[config.mk]
export PLATFORM = sky130hd
export DESIGN_NAME = wr_cycle_qualifier
export DESIGN_NICKNAME = d
export VERILOG_FILES = /design/src/rtl/wq_pkg.sv /design/src/rtl/wq_sync.sv /design/src/rtl/wq_width_cnt.sv /design/src/rtl/wr_cycle_qualifier.sv
export SDC_FILE = /design/constraint.sdc
export NUM_CORES = 1
export LEC_CHECK = 0
export BUFFER_PORTS_ARGS = -buffer_cell sky130_fd_sc_hd__buf_4
export CAP_MARGIN = 25
export CORE_AREA = 2 2 97 99
export DETAILED_ROUTE_END_ITERATION = 8
export DIE_AREA = 0 0 99 101
export PLACE_DENSITY = 0.76
export SETUP_SLACK_MARGIN = 0.2
export SYNTH_ARGS = -nofsm -noshare
export SYNTH_HDL_FRONTEND = slang
export SYNTH_SLANG_ARGS = --single-unit
[constraint.sdc]
create_clock -name clk -period 2.14 [get_ports clk]
set_clock_uncertainty 0.05 [all_clocks]
set_input_delay 0.107 -clock clk [delete_from_list [all_inputs] [get_ports clk]]
set_output_delay 0.107 -clock clk [all_outputs]
set_load 0.02 [all_outputs]
[src/rtl/wq_pkg.sv]
package wq_pkg;
    typedef enum logic [2:0] {
        ST_PWRUP = 3'd0,
        ST_IDLE  = 3'd1,
        ST_LOW   = 3'd2,
        ST_WAIT  = 3'd3,
        ST_LOCK  = 3'd4
    } wq_state_e;
endpackage

[src/rtl/wq_sync.sv]
// Two register stages per bit; used for the strobes and, with the same
// latency, for bus address and data so that both views stay aligned.
module wq_sync #(
    parameter int         W       = 1,
    parameter logic [W-1:0] RST_VAL = '0
) (
    input  logic         clk,
    input  logic         rst_n,
    input  logic [W-1:0] d,
    output logic [W-1:0] q
);
    logic [W-1:0] stage1;

    always_ff @(posedge clk or negedge rst_n) begin
        if (!rst_n) begin
            stage1 <= RST_VAL;
            q      <= RST_VAL;
        end else begin
            stage1 <= d;
            q      <= stage1;
        end
    end
endmodule

[src/rtl/wq_width_cnt.sv]
// Saturating low-time counter for the glitch filter.
module wq_width_cnt #(
    parameter int MIN_LOW = 4
) (
    input  logic clk,
    input  logic rst_n,
    input  logic start,
    input  logic inc,
    output logic long_enough
);
    localparam int CW = $clog2(MIN_LOW + 1);
    localparam logic [CW-1:0] LIMIT = CW'(MIN_LOW);

    logic [CW-1:0] cnt_q;

    always_ff @(posedge clk or negedge rst_n) begin
        if (!rst_n)
            cnt_q <= '0;
        else if (start)
            cnt_q <= CW'(1);
        else if (inc && cnt_q < LIMIT)
            cnt_q <= cnt_q + CW'(1);
    end

    assign long_enough = (cnt_q >= LIMIT);
endmodule

[src/rtl/wr_cycle_qualifier.sv]
module wr_cycle_qualifier #(
    parameter int AW      = 18,
    parameter int DW      = 16,
    parameter int MIN_LOW = 4
) (
    input  logic          clk,
    input  logic          rst_n,
    input  logic          ce_n,
    input  logic          we_n,
    input  logic          oe_n,
    input  logic          lockout,
    input  logic [AW-1:0] bus_addr,
    input  logic [DW-1:0] bus_data,
    output logic          cmd_valid,
    output logic [AW-1:0] cmd_addr,
    output logic [DW-1:0] cmd_data,
    output logic          cmd_reset
);
    import wq_pkg::*;

    localparam int BW = AW + DW;

    // synchronised strobes {lock, oe, we, ce}; reset shows ce/we low so the
    // power-up guard waits for real bus values before leaving ST_PWRUP
    logic [3:0]    strb_s;
    logic [BW-1:0] bus_s;
    logic          ce_s, we_s, oe_s, lock_s;
    logic          both_low, act, long_enough;

    wq_sync #(.W(4), .RST_VAL(4'b0000)) u_strb_sync (
        .clk (clk), .rst_n (rst_n),
        .d   ({lockout, oe_n, we_n, ce_n}),
        .q   (strb_s)
    );

    wq_sync #(.W(BW), .RST_VAL('0)) u_bus_align (
        .clk (clk), .rst_n (rst_n),
        .d   ({bus_addr, bus_data}),
        .q   (bus_s)
    );

    assign ce_s     = strb_s[0];
    assign we_s     = strb_s[1];
    assign oe_s     = strb_s[2];
    assign lock_s   = strb_s[3];
    assign both_low = !ce_s && !we_s;
    assign act      = both_low && oe_s;

    wq_state_e state_q, state_d;

    logic cnt_start, cnt_inc, exit_ok;
    assign cnt_start = (state_q == ST_IDLE) && act && !lock_s;
    assign cnt_inc   = (state_q == ST_LOW) && both_low;
    assign exit_ok   = (state_q == ST_LOW) && !lock_s && !both_low
                       && oe_s && long_enough;

    wq_width_cnt #(.MIN_LOW(MIN_LOW)) u_width (
        .clk (clk), .rst_n (rst_n),
        .start (cnt_start), .inc (cnt_inc),
        .long_enough (long_enough)
    );

    // next-state logic
    always_comb begin
        state_d = state_q;
        if (lock_s) begin
            state_d = ST_LOCK;
        end else begin
            unique case (state_q)
                ST_PWRUP: if (ce_s || we_s) state_d = ST_IDLE;
                ST_IDLE:  if (act)          state_d = ST_LOW;
                ST_LOW: begin
                    if (!both_low)  state_d = ST_IDLE;
                    else if (!oe_s) state_d = ST_WAIT;
                end
                ST_WAIT:  if (ce_s || we_s) state_d = ST_IDLE;
                ST_LOCK:  state_d = ST_PWRUP;
            endcase
        end
    end

    // state register
    always_ff @(posedge clk or negedge rst_n) begin
        if (!rst_n) state_q <= ST_PWRUP;
        else        state_q <= state_d;
    end

    // capture and outputs
    logic [AW-1:0] addr_hold;
    logic [DW-1:0] data_hold;

    always_ff @(posedge clk or negedge rst_n) begin
        if (!rst_n) begin
            addr_hold <= '0;
            data_hold <= '0;
            cmd_valid <= 1'b0;
            cmd_addr  <= '0;
            cmd_data  <= '0;
            cmd_reset <= 1'b0;
        end else begin
            cmd_reset <= lock_s;
            cmd_valid <= exit_ok;
            if (cnt_start)
                addr_hold <= bus_s[BW-1:DW];
            if (act)
                data_hold <= bus_s[DW-1:0];
            if (exit_ok) begin
                cmd_addr <= addr_hold;
                cmd_data <= data_hold;
            end
        end
    end
endmodule

==> flow_summary.toml <==
[timing]
min_clock_period_post_route_ns = 1.750
finalSetupViolCount = 0
post-route-period-util = 0.8178
grt_setup_unrepaired = "no"
worstMarginPinSlew_ns = 0.5839
slew_headroom = 0.6107
hold_slack_ns = 0.1103
finalMaxSlewViolations = 0
finalWorstSetupSlack_ns = 0.3899
hold_violations = 0
max_freq_ghz = 0.5714
fin_setup_tns_ns = 0

[routing]
ant_nets = 0
routed_wirelength_microns = 7619
first_iter_violations = 75
wl_met3_microns = 218
m1WireLength_microns = 3360
detail_route.wl_per_cell_microns = 14.91
firstDrtPassIters = 4
routed-wl-met2_microns = 3946
num_vias = 2447
viasPerCell = 4.789
detail_route.drc_violations = 0
top_signal_layer_used = "met4"

[yosys]
synth_async_sr_flop_share = 1.000
ys.flop_type = "sky130_fd_sc_hd__dfrtp_1"
yosys-top-cells-area = "sky130_fd_sc_hd__dfrtp_1 79%, sky130_fd_sc_hd__mux2_2 16%, sky130_fd_sc_hd__buf_6 0.70%"
syn_area_sq_um = 4813
synthesis.area_per_instance_sq_um = 18.95
synthXorXnorAreaFrac = 0
synthMostInstantiatedCell = "sky130_fd_sc_hd__dfrtp_1"
postSynthCellCount = 254
syn_nets = 295
ys_seq_elements = 152
seq_area_frac_synth = 0.7902
synthDistinctLibCells = 27
yosysTopAreaCell = "sky130_fd_sc_hd__dfrtp_1"
proportion_of_synthesized_area_in_mux_cells = 0.1591
yosysWarningCount = 0
synth_top_family_by_area = "multiplexers"
synth_compound_gate_area_share = 0.007018
synth_edf_count = 0
simple_gate_share_of_the_synthesized_area = 0.02599
synth_top_area_share = 0.7902
synth-adder-area-share = 0.004679
ys_top_cells_by_count = "152 x sky130_fd_sc_hd__dfrtp_1, 67 x sky130_fd_sc_hd__mux2_2, 3 x sky130_fd_sc_hd__a21oi_1, 3 x sky130_fd_sc_hd__buf_6, 3 x sky130_fd_sc_hd__nor2_1"

[pwr]
power_frac_comb = 0.051
fin_total_pwr_mw = 6.049
vdd_drop_max_uv = 606.9
pwr_density_cell_nw_per_um2 = 934.2
total_switching_power_mw = 1.285
leakage_nw = 3.150
p_int_mw = 4.765
power.share.switching = 0.2124
clockPowerShare = 0.431
sequentialPowerShare = 0.518

[placed_design]
gp_routability_congestion = 0.7623
detailedPlace.worstSlack_ns = 0.3775
port_buffers = 75
hpwl_microns = 4479

[floorplanning]
floorplan.die_area_sq_um = 9999
die_h_microns = 101
ios = 76
floorplan.rows = 35
die_span_x_microns = 99
floorplan.core_area_sq_um = 8977
start_util = 0.5362

[critical_path]
cp_data_required_time_ns = 2.47
criticalPathCategory = "reg -> reg"
startpoint_type_of_the_worst_setup_path = "flip-flop"
worst_setup_path_end_kind = "flip-flop"
crit_fanout = 14
timing.critical_path.arrival_ns = 2.08

[clock_tree]
cts-htree-levels = 4
cts_root_buf = "sky130_fd_sc_hd__clkbuf_8"
cts.repair.resized = 0
post_cts_hold_buffer_count = 39
post-cts-setup-buffer-count = 0
clkSlewWorstSetupHoldPaths_ns = 0.06
clock_latency_ns = 0.50
cts_sinks = 152
cts_tree = "built"
cts_inserted_buffers = 17
ctsLongestPathBuffers = 2

[global_routing]
antenna_found_initial = 0
track_usage = 0.1698
first_pass_grt_wire_length_microns = 13030
number_of_global_route_vias_before_repair = 2764
overflow = 0
pin_count_of_the_biggest_net_entering_global_routing = 63

[min_path]
hold_path.class = "in -> async"

[final_layout]
layout_cells_sized_above_1 = 0.4575
syn2layout_area_growth_pct = 34.52
final.fill_count = 557
final_util = 0.7213
diodes = 0
design.final.nets = 428

[status]
status = "finished clean"

[job]
drv_cap = 0
## per-layer routing
metal  up-vias  global-route usage
met3         9             0.04161
li1       1135                   -
met1      1259              0.2200
met4         0             0.07271
met2        44              0.2770
met5         -                   0
## critical path, cell delays in order, from the launching register on
cell and delay, ns:
sky130_fd_sc_hd__dfrtp_1 0.43, sky130_fd_sc_hd__nand4b_1 0.26, sky130_fd_sc_hd__nor4_4 0.24, sky130_fd_sc_hd__buf_4 0.30, sky130_fd_sc_hd__mux2_2 0.36
## final timing paths
check / start / to / slack, ns / depth (start not counted)
max in group asynchronous: rst_n / u_bus_align.q[3]$_DFF_PN0_ / 1.25 / 3
worst max register to register: state_q[0]$_DFFE_PN0P_ / cmd_addr[15]$_DFFE_PN0P_ / 0.39 / 4
worst min register to register: u_bus_align.stage1[22]$_DFF_PN0_ / u_bus_align.q[22]$_DFF_PN0_ / 0.29 / 0
worst min-delay path: rst_n / u_bus_align.stage1[12]$_DFF_PN0_ / 0.11 / 2
worst max-delay path: state_q[0]$_DFFE_PN0P_ / cmd_addr[15]$_DFFE_PN0P_ / 0.39 / 4
min in group clk: bus_data[6] / u_bus_align.stage1[6]$_DFF_PN0_ / 0.20 / 2
## power by group through the flow
stage          Clock (mW)  Sequential [mW]  Combinational, mW
2_1_floorplan           0             3.16              0.117
3_3_place_gp            0             3.17              0.245
3_5_place_dp            0             3.18              0.257
4_1_cts              2.67             3.13              0.316
5_1_grt              2.81             3.15              0.343
6_report             2.61             3.13              0.309
## kinds of logic after synthesis
logic type / after synthesis
AO/OA/AOI/OAI: 6
adder cells (fa/ha/maj): 2
buffers and inverters: 9
flip-flops: 152
multiplexers: 68
AND/OR/NAND/NOR: 17
## cells in the final DEF (no fill, tap or decap), types with 2 or more instances in the layout
cell / synthesis / final
sky130_fd_sc_hd__inv_6: 0 / 3
sky130_fd_sc_hd__dlygate4sd3_1: 0 / 39
sky130_fd_sc_hd__buf_4: 1 / 78
sky130_fd_sc_hd__inv_1: 2 / 2
sky130_fd_sc_hd__o21ai_0: 2 / 2
sky130_fd_sc_hd__buf_12: 0 / 3
sky130_fd_sc_hd__nor2_1: 3 / 3
sky130_fd_sc_hd__clkbuf_8: 0 / 4
sky130_fd_sc_hd__a21oi_1: 3 / 3
sky130_fd_sc_hd__clkbuf_1: 1 / 2
sky130_fd_sc_hd__dfrtp_1: 152 / 152
sky130_fd_sc_hd__clkbuf_16: 0 / 16
sky130_fd_sc_hd__nor3_1: 2 / 2
sky130_fd_sc_hd__mux2_2: 67 / 67
sky130_fd_sc_hd__clkinv_2: 0 / 5
## state kept, by name (all words and copies together), names as in the netlist
| signal | flops |
|---|---|
| addr_hold | 18 |
| cmd_data | 16 |
| u_strb_sync.q | 4 |
| state_q | 3 |
| u_bus_align.stage1 | 34 |
| u_bus_align.q | 34 |
| u_strb_sync.stage1 | 4 |
| cmd_reset | 1 |
| data_hold | 16 |
| cmd_valid | 1 |
| u_width.cnt_q | 3 |
| cmd_addr | 18 |
## metrics by stage
stage	std cells	instance area, sq um
after floorplan	254	4813
after global placement	440	5554
after detailed placement	440	5554
after CTS	511	6475
after global routing	511	6475
final	511	6475
## layout make-up
cell class / count / area [sq um] / area share
clock buffers: 22 / 462.9 / 0.07150
multi-input cells: 93 / 947.2 / 0.1463
clock inverters: 10 / 67.56 / 0.01043
well taps: 111 / 138.9 / 0.02145
repair buffers: 121 / 1047 / 0.1617
inverters: 2 / 7.507 / 0.001159
flip-flops and latches: 152 / 3804 / 0.5874
(Power assumes the default switching activity.)
